<file path="src/rtl/snap_pkg.sv">
package snap_pkg;
  localparam int ACC_ADDR_W = 32;
  localparam int STATE_W    = 16;
  localparam int ENTRY_W    = 64;
  localparam int PAD_W      = ENTRY_W - STATE_W - ACC_ADDR_W;
  localparam int LANES      = ENTRY_W / 8;

  typedef logic [ENTRY_W-1:0] snap_entry_t;

  // Little-endian slot image: address in the low bytes, state above it, pad on top.
  function automatic snap_entry_t pack_snap(input logic [ACC_ADDR_W-1:0] acc,
                                            input logic [STATE_W-1:0]    st);
    return {{PAD_W{1'b0}}, st, acc};
  endfunction
endpackage

</file>
<file path="src/rtl/snap_wr_index.sv">
module snap_wr_index #(
  parameter int DEPTH = 16,
  localparam int IDX_W = $clog2(DEPTH)
) (
  input  logic             clk,
  input  logic             rst,
  input  logic             adv,
  output logic [IDX_W-1:0] idx
);
  localparam logic [IDX_W-1:0] LAST = IDX_W'(DEPTH - 1);

  always_ff @(posedge clk) begin
    if (rst)
      idx <= '0;
    else if (adv)
      idx <= (idx == LAST) ? '0 : idx + 1'b1;
  end
endmodule

</file>
<file path="src/rtl/snap_addr_decode.sv">
module snap_addr_decode #(
  parameter int             BUS_W       = 16,
  parameter logic [15:0]    WIN_BASE    = 16'h7000,
  parameter int             WIN_LOG2    = 12,
  parameter int             BYTE_ADDR_W = 7
) (
  input  logic [BUS_W-1:0]       bus_addr,
  output logic                   hit,
  output logic [BYTE_ADDR_W-1:0] byte_addr
);
  always_comb begin
    hit       = (bus_addr[BUS_W-1:WIN_LOG2] == WIN_BASE[BUS_W-1:WIN_LOG2]);
    byte_addr = bus_addr[BYTE_ADDR_W-1:0];
  end
endmodule

</file>
<file path="src/rtl/snap_ram.sv">
module snap_ram #(
  parameter int DEPTH = 16,
  parameter int LANES = 8,
  localparam int IDX_W = $clog2(DEPTH),
  localparam int SEL_W = $clog2(LANES),
  localparam int RA_W  = IDX_W + SEL_W
) (
  input  logic               clk,
  input  logic               rst,
  input  logic               we,
  input  logic [IDX_W-1:0]   widx,
  input  logic [LANES*8-1:0] wdata,
  input  logic               rd_en,
  input  logic [RA_W-1:0]    raddr,
  output logic [7:0]         rdata,
  output logic               rvalid
);
  logic [LANES*8-1:0] lane_bus;
  logic [SEL_W-1:0]   sel_q;
  logic               hit_q;
  logic [IDX_W-1:0]   rslot;

  assign rslot = raddr[RA_W-1:SEL_W];

  // One narrow memory per byte lane; each maps onto a simple dual-port RAM.
  for (genvar g = 0; g < LANES; g++) begin : g_lane
    logic [7:0] mem [DEPTH];
    logic [7:0] q;

    always_ff @(posedge clk) begin
      if (we)
        mem[widx] <= wdata[g*8 +: 8];
    end

    // Read-before-write: the read sees the contents present before this edge.
    always_ff @(posedge clk) begin
      q <= mem[rslot];
    end

    assign lane_bus[g*8 +: 8] = q;
  end

  always_ff @(posedge clk) begin
    if (rst) begin
      sel_q <= '0;
      hit_q <= 1'b0;
    end else begin
      sel_q <= raddr[SEL_W-1:0];
      hit_q <= rd_en;
    end
  end

  assign rdata  = hit_q ? lane_bus[sel_q*8 +: 8] : 8'h00;
  assign rvalid = hit_q;
endmodule

</file>
<file path="src/rtl/cpu_snap_ring.sv">
module cpu_snap_ring
  import snap_pkg::*;
#(
  parameter int          DEPTH    = 16,
  parameter int          BUS_W    = 16,
  parameter logic [15:0] WIN_BASE = 16'h7000,
  parameter int          WIN_LOG2 = 12,
  localparam int IDX_W = $clog2(DEPTH),
  localparam int RA_W  = IDX_W + $clog2(LANES)
) (
  input  logic                  clk,
  input  logic                  rst,
  input  logic                  cap_stb,
  input  logic [ACC_ADDR_W-1:0] cap_addr,
  input  logic [STATE_W-1:0]    cap_state,
  output logic [IDX_W-1:0]      cap_idx,
  input  logic [BUS_W-1:0]      mon_addr,
  output logic [7:0]            rd_data,
  output logic                  rd_hit
);
  logic            win_hit;
  logic [RA_W-1:0] byte_addr;
  snap_entry_t     wentry;

  assign wentry = pack_snap(cap_addr, cap_state);

  snap_wr_index #(.DEPTH(DEPTH)) u_idx (
    .clk (clk),
    .rst (rst),
    .adv (cap_stb),
    .idx (cap_idx)
  );

  snap_addr_decode #(
    .BUS_W      (BUS_W),
    .WIN_BASE   (WIN_BASE),
    .WIN_LOG2   (WIN_LOG2),
    .BYTE_ADDR_W(RA_W)
  ) u_dec (
    .bus_addr  (mon_addr),
    .hit       (win_hit),
    .byte_addr (byte_addr)
  );

  snap_ram #(.DEPTH(DEPTH), .LANES(LANES)) u_ram (
    .clk    (clk),
    .rst    (rst),
    .we     (cap_stb),
    .widx   (cap_idx),
    .wdata  (wentry),
    .rd_en  (win_hit),
    .raddr  (byte_addr),
    .rdata  (rd_data),
    .rvalid (rd_hit)
  );
endmodule

</file>
<file path="config.mk">
export PLATFORM = sky130hd
export DESIGN_NAME = cpu_snap_ring
export DESIGN_NICKNAME = d
export VERILOG_FILES = /design/src/rtl/snap_pkg.sv /design/src/rtl/snap_wr_index.sv /design/src/rtl/snap_addr_decode.sv /design/src/rtl/snap_ram.sv /design/src/rtl/cpu_snap_ring.sv
export SDC_FILE = /design/constraint.sdc
export NUM_CORES = 1
export LEC_CHECK = 0
export BUFFER_PORTS_ARGS = -buffer_cell sky130_fd_sc_hd__buf_2
export CAP_MARGIN = 40
export CORE_ASPECT_RATIO = 2
export CORE_MARGIN = 5
export CORE_UTILIZATION = 51
export DETAILED_ROUTE_END_ITERATION = 16
export PLACE_DENSITY = 0.69
export SLEW_MARGIN = 10
export SYNTH_ARGS = -nofsm -noshare
export SYNTH_HDL_FRONTEND = slang
export SYNTH_SLANG_ARGS = --single-unit
</file>
<file path="constraint.sdc">
create_clock -name clk -period 2.8 [get_ports clk]
set_input_delay 0.28 -clock clk [delete_from_list [all_inputs] [get_ports clk]]
set_output_delay 0.28 -clock clk [all_outputs]
set_load 0.05 [all_outputs]
</file>
==> key figures, run 1 <==
Global routing
  • Largest net degree at the start of global routing: 49
  • Total grt overflow: 0
  • GRT Util Overall: 21.05%
  • Initial antenna violation count: 8
  • Vias in the first global route: 14770
  • First-pass GRT wire length: 99090 um

Floorplanning
  • Chip height: 355.7 um
  • I/O Pins: 80
  • Initial core utilization: 51.55%
  • DIE WIDTH: 182.9 um
  • Core Footprint: 59120 um2
  • Die ar.: 65040 um2
  • Row cnt: 126

Flow run
  • Max_cap viols: 0

Placement
  • Area after DPL: 32310 um2
  • Post-detail-place hpwl: 37690 um
  • IO Port Bufs: 74
  • Routability Congestion: 0.7486

Clock tree
  • Clock buffer depth: 3
  • Total CTS buffers: 67
  • Root Driver: clkbuf_16
  • CTS tree: built
  • Gates resized, CTS repair: 0
  • TritonCTS sink count: 824
  • H-tree levels: 3
  • Skew-Pair Late Insertion Delay: 0.60 ns
  • Reg clk slew, reported paths: 0.07 ns

Critical path
  • Critical path class: flop to output pin
  • Startpoint types: flop
  • CP endpoint kind: output pin
  • Crit path DAT: 2.31 ns
  • CP max FO: 16
  • CP required: 2.52 ns

Final layout
  • Commonest cells after routing, fill and taps aside: edfxtp_1 (768), mux4_2 (200), a22oi_1 (96)
  • Share of cells above drive strength 1: 30.00%
  • # fillers: 4144
  • Most common cell after layout, fill and taps aside: edfxtp_1
  • Area Overhead vs Synth: 13.64%
  • Final Cell Area: 34630 um2
  • # nets final: 1527

Timing
  • RSZ-0062 raised after global routing: no
  • Minimum clock period: 2.591 ns
  • Final hold vios: 0
  • Max Clk Rate: 386.0 MHz
  • Period Utilization, post-route: 92.52%
  • Slew HR: 58.69%
  • Post-Route Skew: 0.01667 ns
  • Setup TNS: 0 ns
  • Final setup viols: 0
  • Slew Viols, Final: 0
  • Worst slew pin tran: 0.6196 ns

Routing
  • WL/cell: 29.54 um
  • Via/cell ratio: 6.102
  • Drt initial violations: 1375
  • First-pass iteration count of the detailed router: 5
  • DRC Markers: 0
  • DR vias: 13930
  • Antenna viol nets, final: 0
  • Final WL: 67410 um

Logic synthesis
  • Synth cell types: 26
  • Cells after Synth: 1320
  • Seq/Total Area, Yosys: 79.35%
  • YS warnings: 0
  • Syn avg cell area: 23.09 um2
  • Yosys reg bits: 824
  • Syn Std Cell Area: 30480 um2
  • Post-Syn Nets: 1391

Status
  • Status: completed

Power and ir drop
  • Peak VDD IR: 0.4891 mV
  • Pwr dens: 709.2 nW/um2
  • Lkg Pwr: 11.14 nW

Min path
  • Hold Path Class: input pin to flop
==> worst paths after layout <==
kind / start / to / slack, ns / cells past startpoint
max: u_ram.sel_q[0] / rd_data[2] / 0.21 / 5
min reg2reg: u_idx.idx[0] / u_idx.idx[0] / 0.58 / 2
min: cap_addr[29] / u_ram.g_lane[3].mem[5][5] / 0.05 / 1
max reg2reg: u_idx.idx[1] / u_ram.g_lane[4].mem[15][5] / 0.76 / 3
==> flip-flops by register name, indices dropped and copies added, names as in the netlist <==
signal and flops:
u_ram.g_lane.mem 768, u_ram.g_lane.q 48, u_idx.idx 4, u_ram.sel_q 3, u_ram.rvalid 1
==> synthesized netlist by cell type <==
cell type	number	area [um2]
mux4_2	200	4504
a41oi_1	1	8.760
a22oi_1	96	720.7
ha_1	4	50.05
nand2_1	51	191.4
a21o_1	1	7.510
nor2b_1	13	81.33
buf_1	11	41.29
nor2_1	14	52.55
dfxtp_1	56	1121
o21a_1	8	60.06
clkbuf_1	31	116.4
and2_1	17	106.4
nand2b_1	2	12.51
mux2i_1	9	90.09
buf_2	9	45.04
inv_1	2	7.510
nand4b_1	1	8.760
buf_4	19	142.6
nand3_1	2	10.01
a211oi_1	1	7.510
edfxtp_1	768	23060
xor2_1	1	8.760
a21oi_1	1	5.000
nor3b_1	1	7.510
and3_1	1	6.260
==> timing repair <==
action,in CTS,in global routing
hold buffers,6,0
hold endpoints to repair,5,0
buffers inserted,0,0
==> through the flow <==
step	power (mW)	hold slack, ns	util, %	cells	setup WS, ns
floorplan	14.63	0.3491	-	1320	0.1002
global placement	15.11	0.4975	54.65	2149	0.7159
CTS	24.72	0.01326	58.57	2278	0.1679
detailed placement	15.15	0.5167	54.65	2149	0.6811
finish	24.56	0.04787	58.58	2282	0.2095
global route	25.34	0.03028	58.58	2281	0.1298
==> worst max-delay path, stage by stage (launching register included) <==
cell,delay [ns]
dfxtp_1,0.36
buf_12,0.20
mux4_2,0.51
nor2b_1,0.15
o21a_1,0.25
buf_2,0.23
==> routing by layer <==
| metal | vias up | track usage (%) | wire [um] |
|---|---|---|---|
| li1 | 5853 | - | - |
| met1 | 7428 | 26.63 | 24630 |
| met2 | 534 | 37.09 | 36520 |
| met3 | 104 | 3.534 | 4412 |
| met4 | 6 | 7.143 | 1803 |
| met5 | - | 0 | 42 |
==> power breakdown <==
group	leakage [nW]	total (mW)	switching (mW)	internal, mW
clock	1.08	9.70	4.26	5.44
sequential	7.41	13.7	0.0880	13.6
combinational	2.65	1.14	0.661	0.479
==> kinds of logic (layout without fill, tap and decap cells) <==
logic type	count (synthesis)	in the layout	share of synthesized area (%)
AND/OR/NAND/NOR	102	102	1.564
adder cells (fa/ha/maj)	4	4	0.1642
flip-flops	824	824	79.35
buffers and inverters	72	262	1.158
other	0	4	0
multiplexers	209	209	15.08
AO/OA/AOI/OAI	108	108	2.656
XOR/XNOR	1	1	0.02874
==> cell type report <==
type | count | area [um2] | share of cell area (%)
well taps | 768 | 960.9 | 2.775
clock inverters | 39 | 464.2 | 1.340
multi-input cells | 424 | 6003 | 17.33
inverters | 2 | 7.507 | 0.02168
repair buffers | 137 | 1212 | 3.501
clock buffers | 84 | 1792 | 5.173
diodes | 4 | 10.01 | 0.02890
flip-flops and latches | 824 | 24180 | 69.83
(Power assumes the default switching activity.)
==> run 2, diff against run 1 <==
Settings changed: REMOVE_ABC_BUFFERS set to 1.
==> key figures, run 2 (synthesis results as in run 1) <==
Floorplanning
  • DIE WIDTH: 182.9 um
  • Chip height: 355.7 um
  • Core Footprint: 59120 um2
  • Initial core utilization: 51.55%
  • Row cnt: 126
  • Die ar.: 65040 um2
  • I/O Pins: 80

Clock tree
  • Root Driver: clkbuf_16
  • H-tree levels: 3
  • Reg clk slew, reported paths: 0.07 ns
  • Clock buffer depth: 3
  • Skew-Pair Late Insertion Delay: 0.59 ns
  • TritonCTS sink count: 824
  • CTS tree: built
  • Total CTS buffers: 68
  • Setup Buffers After CTS: 0

Power and ir drop
  • Pwr dens: 701.9 nW/um2
  • Peak VDD IR: 0.4219 mV
  • Lkg Pwr: 11.19 nW

Final layout
  • Commonest cells after routing, fill and taps aside: edfxtp_1 (768), mux4_2 (200), a22oi_1 (96)
  • Regs by FF count: u_ram.g_lane.mem x768, u_ram.g_lane.q x48, u_idx.idx x4
  • Final cell count without fillers: 2296
  • Share of cells above drive strength 1: 29.91%
  • Most flop-heavy register: u_ram.g_lane.mem
  • Final Cell Area: 34720 um2
  • # nets final: 1538
  • # fillers: 4123
  • Most common cell after layout, fill and taps aside: edfxtp_1
  • Max FFs per register: 768
  • Area Overhead vs Synth: 13.93%

Routing
  • Via/cell ratio: 6.128
  • Antenna viol nets, final: 0
  • Final WL: 67910 um
  • DRC Markers: 0
  • Drt initial violations: 1412
  • First-pass iteration count of the detailed router: 7
  • DR vias: 14070
  • WL/cell: 29.58 um

Timing
  • Slew Viols, Final: 0
  • Slew HR: 53.32%
  • Setup TNS: 0 ns
  • Max Clk Rate: 365.9 MHz
  • Minimum clock period: 2.733 ns
  • Final worst setup slack: 0.06710 ns
  • Final hold vios: 0
  • RSZ-0062 raised after global routing: no
  • Final setup viols: 0
  • Worst slew pin tran: 0.7002 ns
  • Period Utilization, post-route: 97.60%
  • Post-Route Skew: 0.01379 ns

Placement
  • Pre-CTS WS: 0.6191 ns
  • Area after DPL: 32360 um2
  • Post-detail-place hpwl: 38200 um
  • Routability Congestion: 0.7447
  • Cells after DPL: 2154
  • IO Port Bufs: 74

Global routing
  • Initial antenna violation count: 11
  • Vias in the first global route: 15310
  • Total grt overflow: 0
  • Largest net degree at the start of global routing: 49
  • First-pass GRT wire length: 100400 um
  • GRT Util Overall: 21.28%

Critical path
  • CP endpoint kind: output pin
  • CP required: 2.52 ns
  • Critical path class: flop to output pin
  • Startpoint types: flop
  • Crit path DAT: 2.45 ns
  • CP max FO: 16

Status
  • Status: completed

Flow run
  • Max_cap viols: 0

Min path
  • Hold Path Class: input pin to flop
[run 2: routing by layer]
layer,GRT usage (%),share of wire [%],up-vias
li1,-,-,5875
met5,0,0.057,-
met2,36.42,53,511
met1,27.04,38,7555
met3,4.055,5.8,123
met4,8.425,3.3,6
[run 2: worst max-delay path, stage by stage, from the launching register on]
cell and delay, ns:
dfxtp_1 0.36, buf_12 0.24, mux4_2 0.63, nor2b_1 0.17, o21a_1 0.22, buf_2 0.22
[run 2: power by group]
part / switching [mW] / total, mW / internal (mW) / leakage, nW
Clock: 4.13 / 9.50 / 5.37 / 1.08
Combinational: 0.677 / 1.17 / 0.496 / 2.70
Sequential: 0.0649 / 13.7 / 13.6 / 7.41
[run 2: through the flow]
stage	hold slack, ns	power, mW	util [%]
3_3_place_gp	0.5182	15.11	54.74
2_1_floorplan	0.3491	14.50	-
6_report	0.05836	24.37	58.73
4_1_cts	0.02195	24.54	58.70
3_5_place_dp	0.4969	15.14	54.74
5_1_grt	0.04453	25.14	58.72
[run 2: what timing repair did]
item                                   CTS  global route
endpoints found under the hold margin    8             0
hold buffers                            11             0
resized for setup                        0             0
[run 2: path summary, 6_finish.rpt]
path | startpoint | end | slack [ns] | depth (start not counted)
worst max-delay path | u_ram.sel_q[0] | rd_data[2] | 0.07 | 5
worst min-delay path | cap_addr[1] | u_ram.g_lane[0].mem[15][1] | 0.06 | 1
worst min register to register | u_idx.idx[0] | u_idx.idx[0] | 0.57 | 2
worst max register to register | u_idx.idx[3] | u_ram.g_lane[1].mem[3][1] | 0.76 | 3
[run 2: area by class of cell]
class                      count  area (um2)  area share, %
sequential                   824       24180          69.65
inverter                       2       7.507        0.02162
clock inverter                17       167.7         0.4829
tap                          768       960.9          2.768
clock buffer                 107        2064          5.946
timing repair buffer         147        1315          3.788
multi-input combinational    424        6003          17.29
antenna                        7       17.52        0.05045
